## config.mk

```make
export PLATFORM = sky130hd
export DESIGN_NAME = err_logger
export DESIGN_NICKNAME = d
export VERILOG_FILES = /design/src/rtl/err_logger_pkg.sv /design/src/rtl/err_logger_mask.sv /design/src/rtl/err_logger_capture.sv /design/src/rtl/err_logger_readout.sv /design/src/rtl/err_logger.sv
export SDC_FILE = /design/constraint.sdc
export NUM_CORES = 1
export LEC_CHECK = 0
export ABC_AREA = 1
export BUFFER_PORTS_ARGS = -buffer_cell sky130_fd_sc_hd__clkbuf_2
export CORE_MARGIN = 1
export CORE_UTILIZATION = 35
export DETAILED_ROUTE_END_ITERATION = 8
export PLACE_DENSITY_LB_ADDON = 0.2
export SETUP_SLACK_MARGIN = 0.3
export SLEW_MARGIN = 10
export SYNTH_ARGS = -nofsm -noshare
export SYNTH_HDL_FRONTEND = slang
export SYNTH_SLANG_ARGS = --single-unit
export TNS_END_PERCENT = 5
```

## constraint.sdc

```tcl
create_clock -name clk -period 1.35 [get_ports clk]
set_input_delay 0.27 -clock clk [delete_from_list [all_inputs] [get_ports clk]]
set_output_delay 0.27 -clock clk [all_outputs]
set_load 0.1 [all_outputs]
```

## src/rtl/err_logger_pkg.sv

```systemverilog
package err_logger_pkg;
  localparam int REG_W = 8;
  typedef logic [REG_W-1:0] reg_t;

  // bit classes: fatal 0,1,3,6 ; non-fatal 2,5 ; reserved 4,7
  localparam reg_t SRC_IMPL     = 8'h6F;
  localparam reg_t FATAL_SET    = 8'h4B;
  localparam reg_t NONFATAL_SET = 8'h24;

  // clear-by-one then set; a set on the same edge wins
  function automatic reg_t w1c_merge(reg_t cur, reg_t clr, reg_t set);
    return (cur & ~clr) | set;
  endfunction

  function automatic logic class_any(reg_t bits, reg_t cls);
    return |(bits & cls);
  endfunction

  function automatic reg_t route_pick(logic take, reg_t bits);
    return take ? bits : '0;
  endfunction
endpackage

```

## src/rtl/err_logger_mask.sv

```systemverilog
module err_logger_mask
  import err_logger_pkg::*;
(
  input  logic clk,
  input  logic por_n,
  input  logic load,
  input  reg_t load_val,
  output reg_t mask_q
);
  always_ff @(posedge clk or negedge por_n) begin
    if (!por_n)     mask_q <= '0;
    else if (load)  mask_q <= load_val & SRC_IMPL;
  end

  assert_mask_rsvd_R9: assert property (@(posedge clk) disable iff (!por_n)
    (mask_q & ~SRC_IMPL) == '0);

  assert_mask_hold_R5: assert property (@(posedge clk) disable iff (!por_n)
    !load |=> $stable(mask_q));
endmodule

```

## src/rtl/err_logger_capture.sv

```systemverilog
module err_logger_capture
  import err_logger_pkg::*;
(
  input  logic clk,
  input  logic por_n,
  input  reg_t err_in,
  input  reg_t mask_q,
  input  reg_t clr_first,
  input  reg_t clr_next,
  output reg_t first_q,
  output reg_t next_q,
  output reg_t hit
);
  logic first_empty;
  reg_t to_first, to_next;

  assign hit         = err_in & ~mask_q & SRC_IMPL;
  assign first_empty = (first_q == '0);
  assign to_first    = route_pick(first_empty, hit);
  assign to_next     = route_pick(!first_empty, hit);

  always_ff @(posedge clk or negedge por_n) begin
    if (!por_n) begin
      first_q <= '0;
      next_q  <= '0;
    end else begin
      first_q <= w1c_merge(first_q, clr_first, to_first);
      next_q  <= w1c_merge(next_q, clr_next, to_next);
    end
  end

  assert_first_hold_R3: assert property (@(posedge clk) disable iff (!por_n)
    (first_q != '0 && clr_first == '0) |=> first_q == $past(first_q));

  assert_masked_unlogged_R4: assert property (@(posedge clk) disable iff (!por_n)
    1'b1 |=> (((first_q & ~$past(first_q)) | (next_q & ~$past(next_q))) & $past(mask_q)) == '0);

  assert_hit_kept_R6: assert property (@(posedge clk) disable iff (!por_n)
    (hit != '0) |=> ((first_q | next_q) & $past(hit)) == $past(hit));

  assert_empty_capture_R2: assert property (@(posedge clk) disable iff (!por_n)
    (first_empty && hit != '0) |=> first_q == $past(hit));
endmodule

```

## src/rtl/err_logger_readout.sv

```systemverilog
module err_logger_readout
  import err_logger_pkg::*;
#(
  parameter int   ADDR_W    = 8,
  parameter logic [ADDR_W-1:0] FIRST_ADR = 8'h50,
  parameter logic [ADDR_W-1:0] NEXT_ADR  = 8'h52,
  parameter logic [ADDR_W-1:0] MASK_ADR  = 8'h54
)(
  input  logic              clk,
  input  logic              por_n,
  input  logic              warm_rst_n,
  input  logic              rd_en,
  input  logic [ADDR_W-1:0] addr,
  input  reg_t              first_q,
  input  reg_t              next_q,
  input  reg_t              mask_q,
  output reg_t              rd_data
);
  reg_t sel;

  always_comb begin
    unique case (addr)
      FIRST_ADR: sel = first_q;
      NEXT_ADR:  sel = next_q;
      MASK_ADR:  sel = mask_q;
      default:   sel = '0;
    endcase
  end

  always_ff @(posedge clk or negedge por_n) begin
    if (!por_n)           rd_data <= '0;
    else if (!warm_rst_n) rd_data <= '0;
    else if (rd_en)       rd_data <= sel;
  end

  assert_warm_rd_zero_R8: assert property (@(posedge clk) disable iff (!por_n)
    !warm_rst_n |=> rd_data == '0);

  assert_rd_hold_R10: assert property (@(posedge clk) disable iff (!por_n)
    (warm_rst_n && !rd_en) |=> $stable(rd_data));
endmodule

```

## src/rtl/err_logger.sv

```systemverilog
module err_logger
  import err_logger_pkg::*;
#(
  parameter int ADDR_W = 8,
  parameter logic [ADDR_W-1:0] FIRST_ADR = 8'h50,
  parameter logic [ADDR_W-1:0] NEXT_ADR  = 8'h52,
  parameter logic [ADDR_W-1:0] MASK_ADR  = 8'h54
)(
  input  logic              clk,
  input  logic              por_n,
  input  logic              warm_rst_n,
  input  logic [7:0]        err_in,
  input  logic [ADDR_W-1:0] reg_addr,
  input  logic              wr_en,
  input  logic [7:0]        wr_data,
  input  logic              rd_en,
  output logic [7:0]        rd_data,
  output logic              irq_fatal,
  output logic              irq_nonfatal
);
  logic wr_ok, mask_load;
  reg_t clr_first, clr_next, first_q, next_q, mask_q, hit, logged;

  // writes are ignored during warm reset
  assign wr_ok     = wr_en && warm_rst_n;
  assign mask_load = wr_ok && (reg_addr == MASK_ADR);
  assign clr_first = (wr_ok && reg_addr == FIRST_ADR) ? wr_data : '0;
  assign clr_next  = (wr_ok && reg_addr == NEXT_ADR)  ? wr_data : '0;

  err_logger_mask u_mask (
    .clk(clk), .por_n(por_n), .load(mask_load), .load_val(wr_data), .mask_q(mask_q)
  );

  err_logger_capture u_cap (
    .clk(clk), .por_n(por_n), .err_in(err_in), .mask_q(mask_q),
    .clr_first(clr_first), .clr_next(clr_next),
    .first_q(first_q), .next_q(next_q), .hit(hit)
  );

  err_logger_readout #(
    .ADDR_W(ADDR_W), .FIRST_ADR(FIRST_ADR), .NEXT_ADR(NEXT_ADR), .MASK_ADR(MASK_ADR)
  ) u_rd (
    .clk(clk), .por_n(por_n), .warm_rst_n(warm_rst_n), .rd_en(rd_en), .addr(reg_addr),
    .first_q(first_q), .next_q(next_q), .mask_q(mask_q), .rd_data(rd_data)
  );

  assign logged       = first_q | next_q;
  assign irq_fatal    = class_any(logged, FATAL_SET);
  assign irq_nonfatal = class_any(logged, NONFATAL_SET);

  assert_rsvd_clear_R9: assert property (@(posedge clk) disable iff (!por_n)
    (logged & ~SRC_IMPL) == '0);

  assert_fatal_cause_R7: assert property (@(posedge clk) disable iff (!por_n)
    $rose(irq_fatal) |-> ($past(hit) & FATAL_SET) != '0);

  assert_nonfatal_cause_R7: assert property (@(posedge clk) disable iff (!por_n)
    $rose(irq_nonfatal) |-> ($past(hit) & NONFATAL_SET) != '0);

  assert_warm_keep_R8: assert property (@(posedge clk) disable iff (!por_n)
    !warm_rst_n |=> ((logged & $past(logged)) == $past(logged)) && $stable(mask_q));
endmodule

```

Yosys cells after proc, flatten, opt, wreduce, memory -nomap -nowiden
Index checks and enable logic that the tools add are counted.

Eq/ne operators: 4. Bitwise logic cells: 9. Muxes and demuxes: 7. Reduce and logical (&&, ||, !) cells: 7.

Operators with widths (count): 2-to-1 mux 8 bit (4); equality test 8 x 7 -> 1 bit (second input constant) (3); case mux 8 bit (3 select lines) (1); AND 8 bit (2); NOT 8 bit (2); bitwise OR 8 bit (2); 2-to-1 mux 7 bit (2); logical NOT 8 bit (1); AND 7 bit (1); NOT 7 bit (1); bitwise OR 7 bit (1); logical AND 1 bit (4); OR reduction 4 bit (1); inequality test 2 x 1 -> 1 bit (second input constant) (1); OR reduction 2 bit (1).

Logic and storage cells: 31. Bits of input ports: 29. Register bits after elaboration: 30.

Depth between registers and ports, before layout
Gate-level depths: netlist (run 1).

Word-level depth: 6. Gate-level depth with buffers: 8. Gate-level depth less buffers: 8.

By module
From an unflattened synthesis (run 1), not the netlist that was laid out.

Cell total of the unflattened synthesis: 257. Area, all modules: 1854.3 um^2.

By module, submodules not included: err_logger_capture (seq. area each 400.4 um^2, instances 1, area each 720.7 um^2, cells each 94); err_logger_readout (seq. area each 200.2 um^2, instances 1, area each 630.6 um^2, cells each 86); err_logger (seq. area each 0.0 um^2, instances 1, area each 262.8 um^2, cells each 49); err_logger_mask (seq. area each 150.1 um^2, instances 1, area each 240.2 um^2, cells each 28).

Worst setup path after synthesis (run 1)
Ideal clock, no wire load.

Path type: register to output. From: reg u_cap.next_q[3]. To: out irq_fatal. Cell stages (with the launch flop): 3. Arrival time: 1396 ps. Buffers on the path: 0. Slack: -316 ps. Cell sequence: dfrtp_1 > nor4_1 > nand3_1.

Cells in the longest elaborated chain, start to end: 2.

RTL lines: start, declared (line err_logger_capture.sv:11) `output reg_t next_q,`; start signal, assigned (line err_logger_capture.sv:28) `next_q <= w1c_merge(next_q, clr_next, to_next);`; bitwise OR 7 bit (line err_logger.sv:47) `assign logged = first_q | next_q;`; OR reduction 4 bit (line err_logger_pkg.sv:16) `return |(bits & cls);`; end, declared (line err_logger.sv:18) `output logic irq_fatal,`.

Every way passes these cells.

Final worst setup path (run 1)
From: reg u_cap.first_q[2]. To: out irq_nonfatal.

Cells in the longest elaborated chain, start to end: 2.

RTL lines: start, declared (line err_logger_capture.sv:10) `output reg_t first_q,`; start signal, assigned (line err_logger_capture.sv:27) `first_q <= w1c_merge(first_q, clr_first, to_first);`; bitwise OR 7 bit (line err_logger.sv:47); OR reduction 2 bit (line err_logger_pkg.sv:16); end, declared (line err_logger.sv:19) `output logic irq_nonfatal`.

Every way passes these cells.

==> summary.txt, run 1 <==
Pwr
  – Worst-case vdd ir drop: 0.4486 mV
  – LEAKAGE: 1.150 nW
  – Total power: 1.965 mW
  – Pwr Density: 849.4 nW/um^2

Clock network
  – Post-CTS setup buffers: 0
  – Clock sink count: 30
  – Clk root buf: clkbuf_8
  – Clk_lat worst skew: 280 ps
  – Clock Pin Slew Worst Setup and Hold Paths: 70 ps
  – CTS H-Tree Depth: 2
  – CTS Buf Count: 5
  – Clock tree buffer depth: 2
  – CTS tree: yes

Synth
  – Synth cell count leaders: nand3_1, nand2_1, dfrtp_1, inv_1, o21ai_1
  – Synth Flop Type: dfrtp_1
  – Post-synthesis cell count: 194
  – Top cell type's share of synthesized area: 0.4630
  – FF+latch count, synth: 30
  – Largest area contributor in the netlist: dfrtp_1
  – Post-synth EDFFs: 0
  – Syn Nets: 223
  – Fraction of registers with async set/reset: 1.000
  – Register area share after synthesis: 0.4630
  – Synth area leaders: dfrtp_1, nand3_1, nand2_1, inv_1, o21ai_2
  – Syn. warnings: 0
  – Most frequent cell after synthesis: nand3_1
  – Mapped cell area: 1622 um^2
  – Post-synthesis cell type count: 21
  – Syn avg cell area: 8.359 um^2

Global routing
  – M2 GR Usage: 0.2788
  – Grt peak-use layer: met2
  – Largest net degree at the start of global routing: 20
  – Vias in the first global route: 1,454
  – Initial antenna violation count: 0
  – GR Layer Usage met3: 0.03463
  – First-pass GRT wire length: 6555 um
  – GRT Util Overall: 0.1733
  – Met1 usage: 0.2269
  – GR Overflow Total: 0

Setup path
  – CP Capture Type: output port
  – Worst setup path class: flip-flop to output port
  – Worst EP required: 1080 ps
  – CP Launch Type: flip-flop
  – CP arrival: 1400 ps
  – Max FO, Critical Path: 2

Timing
  – Pins Over Slew Limit: 0
  – Endpoints failing setup: 2
  – Worst slew margin: 0.7037
  – Fin crit share: 1.238
  – Setup WS post-layout: -320.8 ps
  – Clk_skew: 5.111 ps
  – Worst-Margin Slew: 444.4 ps
  – Fin. Hold Viols: 0
  – Fmax: 0.5985 GHz
  – Final min period: 1671 ps
  – Worst Hold Slack: 189.1 ps
  – Unrepaired setup endpoints after global routing: yes

Run status
  – Failing checks: setup timing
  – Status: complete, but fails checks

Floorplanning
  – Die width: 70.07 um
  – Die H: 70.07 um
  – # rows: 24
  – Die area: 4909 um^2
  – # IOs: 39
  – Core area: 4414 um^2
  – Starting Density: 0.3673

Run
  – Max-Cap Viols: 0

Layout
  – End-of-flow core utilization: 0.5241
  – Share of cells above drive strength 1: 0.3904
  – Nets@finish: 279
  – Area Overhead vs Synth: 42.67%
  – Post-route cell area: 2313 um^2
  – Diode count: 0

Place
  – HPWL after detailed placement: 2846 um
  – Placed cell area: 2158 um^2
  – # port buffers: 36
  – Final GP Congestion: 0.7776

Detailed routing
  – Final wirelength: 3777 um
  – Vias: 1,434
  – Residual DRC: 0
  – WL/cell: 12.47 um
  – TritonRoute pass-1 iters: 4
  – Initial DRC count: 39
  – Via density: 4.733
  – Final ANT Viol Nets: 0

Hold path
  – HP Class: primary input to flip-flop
-- state kept, by name, summed over array words and instances, names as in the netlist --
signal,cells
u_cap.next_q,8
u_mask.mask_q,6
u_cap.first_q,8
u_rd.rd_data,8
-- per-layer routing --
| metal | up-vias | part of all wire |
|---|---|---|
| met5 | - | 0 |
| met4 | 0 | 0.016 |
| met3 | 5 | 0.030 |
| met2 | 27 | 0.48 |
| met1 | 659 | 0.47 |
| li1 | 743 | - |
-- worst max-delay path, stage by stage (launching register included) --
cell and delay, ps:
dfrtp_1 380, or4_4 550, buf_12 180
-- layout by cell type, fill, tap and decap left out --
master / n
nor2_1: 4
clkinv_2: 1
inv_4: 1
nor2_4: 5
o21ai_0: 7
clkbuf_1: 1
dfrtp_1: 30
dlygate4sd3_1: 1
buf_4: 12
inv_1: 22
nand3_4: 2
a21oi_1: 2
inv_2: 5
nand3_2: 5
nand2_4: 2
buf_12: 13
nand3_1: 42
nand2_1: 35
clkbuf_8: 6
o21ai_1: 9
or4_4: 1
nor4_4: 1
nand2_2: 7
buf_6: 2
clkbuf_2: 26
o21ai_2: 6
nor2_2: 1
nor2_8: 2
-- stage by stage --
step	worst slack [ps]	cells	TNS (ps)
floorplan	5.073	194	0
global placement	-7.422	294	-7.422
detailed placement	-6.930	294	-6.930
CTS	-319.9	303	-562.4
global route	-348.1	303	-627.0
finish	-320.8	303	-551.9
-- kinds of logic (layout without fill, tap and decap cells) --
logic type,Yosys count,after routing,synth area share
buffers and inverters,33,90,0.09336
AO/OA/AOI/OAI,24,24,0.08796
flip-flops,30,30,0.4630
AND/OR/NAND/NOR,107,107,0.3557
-- timing repair --
action	CTS	global route
gates resized for setup	7	7
hold buffers	1	0
pin swaps	3	4
endpoints found under the hold margin	15	0
setup endpoints to repair	22	23
-- where the power goes --
part	switching, mW	total, mW	internal (mW)
Sequential	0.0264	0.957	0.931
Combinational	0.150	0.259	0.109
Clock	0.338	0.749	0.411
-- path summary, 6_finish.rpt --
check / endpoint / slack [ps] / depth (start not counted) / startpoint
worst max-delay path: irq_nonfatal / -320 / 2 / u_cap.first_q[2]$_DFF_PN0_
worst min-delay path: u_cap.next_q[7]$_DFF_PN0_ / 190 / 2 / wr_data[7]
worst max register to register: u_cap.first_q[5]$_DFF_PN0_ / 150 / 7 / u_cap.first_q[2]$_DFF_PN0_
worst min register to register: u_cap.next_q[4]$_DFF_PN0_ / 500 / 2 / u_cap.next_q[4]$_DFF_PN0_
max in group asynchronous: u_mask.mask_q[3]$_DFFE_PN0P_ / 460 / 3 / por_n
min in group asynchronous: u_rd.rd_data[1]$_DFFE_PN0P_ / 460 / 2 / por_n
-- layout make-up --
type / count / area (um^2)
fill: 423 / 2101
multi-input combinational: 131 / 785.8
sequential: 30 / 750.7
timing repair buffer: 54 / 513.0
inverter: 28 / 107.6
clock buffer: 7 / 86.33
tap: 52 / 65.06
clock inverter: 1 / 5.005
Power figures use the tool's default switching activity.
==> run 2: changes to the inputs <==
--- a/config.mk
+++ b/config.mk
@@ -14,2 +14,3 @@
 export SETUP_SLACK_MARGIN = 0.3
+export SKIP_CTS_REPAIR_TIMING = 1
 export SLEW_MARGIN = 10
==> constraint.sdc (replaced) <==
create_clock -name clk -period 1.35 [get_ports clk]
set_input_delay 0.0675 -clock clk [delete_from_list [all_inputs] [get_ports clk]]
set_output_delay 0.0675 -clock clk [all_outputs]
set_load 0.1 [all_outputs]
==> summary.txt, run 2 (synthesis results as in run 1) <==
Timing
  – Endpoints failing setup: 2
  – Fin crit share: 1.089
  – Clk_skew: 7.182 ps
  – Setup WS post-layout: -120.0 ps
  – Unrepaired setup endpoints after global routing: yes
  – Fmax: 0.6803 GHz
  – Pins Over Slew Limit: 0
  – Final min period: 1470 ps
  – Worst slew margin: 0.7059
  – Fin. Hold Viols: 0
  – Worst-Margin Slew: 439.5 ps

Layout
  – Largest registers: u_cap.first_q (8), u_cap.next_q (8), u_rd.rd_data (8)
  – Nets@finish: 273
  – Most common cell after layout, fill and taps aside: nand3_1
  – Share of cells above drive strength 1: 0.3551
  – End-of-flow core utilization: 0.4793
  – Area Overhead vs Synth: 30.48%
  – Diode count: 0
  – Commonest cells after routing, fill and taps aside: nand3_1, nand2_1, dfrtp_1, clkbuf_2, inv_1

Setup path
  – CP arrival: 1400 ps
  – FF-to-FF End: u_cap.first_q[5]$_DFF_PN0_
  – R2R Setup Slk: 150 ps
  – Worst-case reg-to-reg path depth: 7
  – Max FO, Critical Path: 4
  – Worst path max stage delay: 540 ps
  – Worst EP required: 1280 ps
  – Delay-heaviest family, CP: simple AND/OR/NAND/NOR gates
  – Worst setup path class: flip-flop to output port
  – R2R Path Start: u_cap.first_q[5]$_DFF_PN0_
  – CP cell instances: or4_4 -> buf_12
  – CP Capture Type: output port
  – Critical-path top delay cell: or4_4
  – Total stage count of the critical path: 2
  – Crit. Startpoint: u_cap.first_q[5]$_DFF_PN0_
  – Critical path destination: irq_nonfatal
  – Buffer and inverter count on the worst path: 1
  – CP Launch Type: flip-flop

Floorplanning
  – Die H: 70.07 um
  – Die width: 70.07 um
  – Core area: 4414 um^2
  – Starting Density: 0.3673
  – # IOs: 39
  – # rows: 24
  – Die area: 4909 um^2

Place
  – HPWL after detailed placement: 2759 um
  – Final GP Congestion: 0.7554
  – # port buffers: 36
  – Worst slack, placed: 140.2 ps

Global routing
  – Largest net degree at the start of global routing: 17
  – GRT Util Overall: 0.1608
  – Initial antenna violation count: 0
  – Vias in the first global route: 1,301
  – GR Overflow Total: 0
  – First-pass GRT wire length: 6085 um

Run status
  – Status: complete, but fails checks
  – Failing checks: setup timing

Clock network
  – Clk root buf: clkbuf_8
  – Clk_lat worst skew: 270 ps
  – CTS tree: yes
  – CTS H-Tree Depth: 2
  – CTS Buf Count: 5
  – Clock sink count: 30
  – Clock tree buffer depth: 2
  – Clock Pin Slew Worst Setup and Hold Paths: 70 ps

Detailed routing
  – Initial DRC count: 56
  – WL/cell: 12.38 um
  – Vias: 1,395
  – Final ANT Viol Nets: 0
  – Via density: 4.697
  – Final wirelength: 3676 um
  – Residual DRC: 0
  – TritonRoute pass-1 iters: 4

Run
  – Max-Cap Viols: 0

Pwr
  – LEAKAGE: 1.076 nW
  – Pwr Density: 907.7 nW/um^2
  – Worst-case vdd ir drop: 0.4129 mV

Hold path
  – HP Class: primary input to flip-flop
[run 2: changes by cell type in the layout (fill, tap and decap cells not counted), moves of 2 or more]
| cell | change |
|---|---|
| nand3_2 | -3 |
| dlygate4sd3_1 | +2 |
| buf_4 | -2 |
| clkbuf_4 | +6 |
| buf_12 | -11 |
| nand3_1 | +3 |
[run 2: how the worst min path moves through the flow]
stage / startpoint / endpoint / slack, ps / cells past startpoint
after CTS: por_n / u_rd.rd_data[6]$_DFFE_PN0P_ / -350 / 1
after global routing: err_in[3] / u_cap.next_q[3]$_DFF_PN0_ / 40 / 3
after global placement: por_n / u_rd.rd_data[7]$_DFFE_PN0P_ / -50 / 1
after floorplan: por_n / u_cap.first_q[0]$_DFF_PN0_ / -230 / 0
final: err_in[3] / u_cap.first_q[3]$_DFF_PN0_ / 30 / 3
after detailed placement: por_n / u_rd.rd_data[6]$_DFFE_PN0P_ / -50 / 1
[run 2: cell type report]
class | count | area [um^2]
Multi-Input combinational cell | 131 | 768.2
Clock inverter | 1 | 5.005
Timing Repair Buffer | 48 | 331.6
Fill cell | 442 | 2298
Sequential cell | 30 | 752.0
Clock buffer | 7 | 86.33
Inverter | 28 | 107.6
Tap cell | 52 | 65.06
[run 2: layer usage]
layer,track usage,vias to the layer above,routed length [um]
met2,0.2425,29,1674
met5,0,-,0
met1,0.2235,635,1839
met4,0.06000,0,29
li1,-,729,-
met3,0.03896,2,133
[run 2: tightest hold or removal path, delay by kind of cell]
kind	cells	cell delay, ps
buffers and inverters	1	90
and+or+nand+nor	2	120
[run 2: through the flow]
step                      cells  total power [mW]  instance area, um^2  TNS, ps  hold WS (ps)
after floorplan             194             1.089                 1648        0        -228.1
after global placement      284             1.174                 1929        0        -54.54
after detailed placement    284             1.178                 1929        0        -50.55
after CTS                   292             1.921                 2021   -239.3        -346.1
after global routing        297             2.008                 2116   -283.0         35.83
final                       297             1.921                 2116   -163.4         29.29
[run 2: power breakdown]
part / internal (mW) / switching (mW) / total, mW
logic: 0.0862 / 0.132 / 0.218
clock network: 0.411 / 0.329 / 0.740
registers: 0.931 / 0.0325 / 0.963
==> run 3: changes to the inputs <==
ABC_AREA = default   (was 1)
==> summary.txt, run 3 <==
Clock network
  – Clock tree buffer depth: 2
  – Clk_lat worst skew: 280 ps
  – Clock sink count: 30
  – CTS tree: yes
  – CTS H-Tree Depth: 2
  – Clock Pin Slew Worst Setup and Hold Paths: 60 ps
  – Clk root buf: clkbuf_8
  – CTS Buf Count: 5

Global routing
  – First-pass GRT wire length: 6216 um
  – Initial antenna violation count: 0
  – Largest net degree at the start of global routing: 31
  – GRT Util Overall: 0.1848
  – Vias in the first global route: 1,290
  – GR Overflow Total: 0

Floorplanning
  – # IOs: 39
  – Die width: 68.20 um
  – Die H: 68.20 um
  – Core area: 4115 um^2
  – Starting Density: 0.3728
  – Die area: 4651 um^2
  – # rows: 23

Synth
  – Syn avg cell area: 10.88 um^2
  – Synth Flop Type: dfrtp_1
  – Largest area contributor in the netlist: dfrtp_1
  – Syn Nets: 170
  – FF+latch count, synth: 30
  – Top cell type's share of synthesized area: 0.4894
  – Most frequent cell after synthesis: dfrtp_1
  – Fraction of registers with async set/reset: 1.000
  – Post-synthesis cell count: 141
  – Post-synthesis cell type count: 26
  – Register area share after synthesis: 0.4894
  – Synth cell count leaders: dfrtp_1, inv_1, o21ai_0
  – Post-synth EDFFs: 0
  – Synth area leaders: dfrtp_1, mux2_4, mux2i_1, inv_1, a22o_1
  – Mapped cell area: 1534 um^2
  – Syn. warnings: 0

Detailed routing
  – Final wirelength: 4158 um
  – Initial DRC count: 52
  – Residual DRC: 0
  – Met2 wire len: 2088 um
  – WL/cell: 16.18 um
  – TritonRoute pass-1 iters: 4
  – Via density: 5.331
  – Vias: 1,370
  – Final ANT Viol Nets: 0
  – Top sig layer: met4
  – Routed wl met3: 235 um
  – Met1 WL: 1810 um

Timing
  – Clk_skew: 6.525 ps
  – Fin. Hold Viols: 0
  – Unrepaired setup endpoints after global routing: yes
  – Pins Over Slew Limit: 0
  – Worst slew margin: 0.6428
  – Worst Hold Slack: 37.47 ps
  – Worst-Margin Slew: 534.7 ps
  – Fin crit share: 1.157
  – Setup WS post-layout: -211.5 ps
  – Final min period: 1562 ps
  – Fmax: 0.6404 GHz
  – Endpoints failing setup: 12

Layout
  – Multi-input gate area: 768.2 um^2
  – # fillers: 376
  – Nets@finish: 235
  – Reg area: 750.7 um^2
  – Commonest cells after routing, fill and taps aside: dfrtp_1, clkbuf_2, buf_4, inv_1
  – Share of cells above drive strength 1: 0.4155
  – Largest registers: u_cap.first_q (8), u_cap.next_q (8), u_rd.rd_data (8)
  – Area Overhead vs Synth: 43.88%
  – Most common cell after layout, fill and taps aside: dfrtp_1
  – Diode count: 0

Setup path
  – Max FO, Critical Path: 6
  – CP cell instances: or4_1 -> o21ai_0 -> o211ai_1
  – Critical-path top delay cell: or4_1
  – CP arrival: 1720 ps
  – Worst-case reg-to-reg path depth: 3
  – Worst setup path class: flip-flop to flip-flop
  – CP Capture Type: flip-flop
  – Worst EP required: 1500 ps
  – CP Launch Type: flip-flop
  – Worst path max stage delay: 660 ps

Pwr
  – Worst-case vdd ir drop: 0.3737 mV
  – Pwr Density: 832.5 nW/um^2
  – LEAKAGE: 1.153 nW

Run
  – Max-Cap Viols: 0

Run status
  – Failing checks: setup timing
  – Status: complete, but fails checks

Place
  – Worst slack, placed: -304.7 ps
  – # port buffers: 36
  – HPWL after detailed placement: 2926 um
  – Final GP Congestion: 0.8545

Hold path
  – HP Class: primary input to flip-flop
  – WHS Path Cells: 2
run 3: area by class of cell:
class | instances | area share
multi-input combinational | 88 | 0.3481
sequential | 30 | 0.3401
timing repair buffer | 62 | 0.2098
clock buffer | 7 | 0.03912
inverter | 19 | 0.03231
tap | 50 | 0.02834
clock inverter | 1 | 0.002268
run 3: worst paths after layout:
check	startpoint	end	slack (ps)
max	u_cap.first_q[6]$_DFF_PN0_	u_cap.next_q[6]$_DFF_PN0_	-210
min	wr_data[5]	u_mask.mask_q[5]$_DFFE_PN0P_	40
max reg2reg	u_cap.first_q[6]$_DFF_PN0_	u_cap.next_q[6]$_DFF_PN0_	-210
min reg2reg	u_rd.rd_data[5]$_DFFE_PN0P_	u_rd.rd_data[5]$_DFFE_PN0P_	500
max in group asynchronous	por_n	u_mask.mask_q[3]$_DFFE_PN0P_	730
min in group asynchronous	por_n	u_cap.next_q[6]$_DFF_PN0_	330
run 3: stage by stage:
step	util	TNS, ps	power [mW]	area (um^2)	instances
6_report	0.5363	-1128	1.837	2207	257
3_5_place_dp	0.4685	-5365	1.091	1928	241
5_1_grt	0.5363	-1773	1.909	2207	257
2_1_floorplan	-	-3827	1.005	1543	141
4_1_cts	0.4907	-1146	1.829	2019	249
3_3_place_gp	0.4685	-4541	1.087	1928	241
run 3: worst max-delay path, delay by kind of cell, from the launching register on:
| family | cells | cell delay [ps] |
|---|---|---|
| flops | 1 | 380 |
| simple gates | 1 | 660 |
| compound gates | 2 | 390 |
run 3: metal layers:
layer | track usage | vias to the layer above
met5 | 0 | -
met4 | 0.06250 | 0
met3 | 0.05333 | 4
met2 | 0.2892 | 49
met1 | 0.2418 | 665
li1 | - | 652
run 3: cell families after synthesis:
family | share of synthesized area
DFF | 0.4894
AOI/OAI and AO/OA | 0.2072
muxes | 0.1109
buffers and inverters | 0.06117
and+or+nand+nor | 0.1313
run 3: report_power, final:
group / internal, mW / total (mW) / switching, mW / leakage (nW)
logic: 0.0849 / 0.182 / 0.0968 / 0.749
clock network: 0.411 / 0.746 / 0.336 / 0.0482
registers: 0.904 / 0.909 / 0.00498 / 0.356
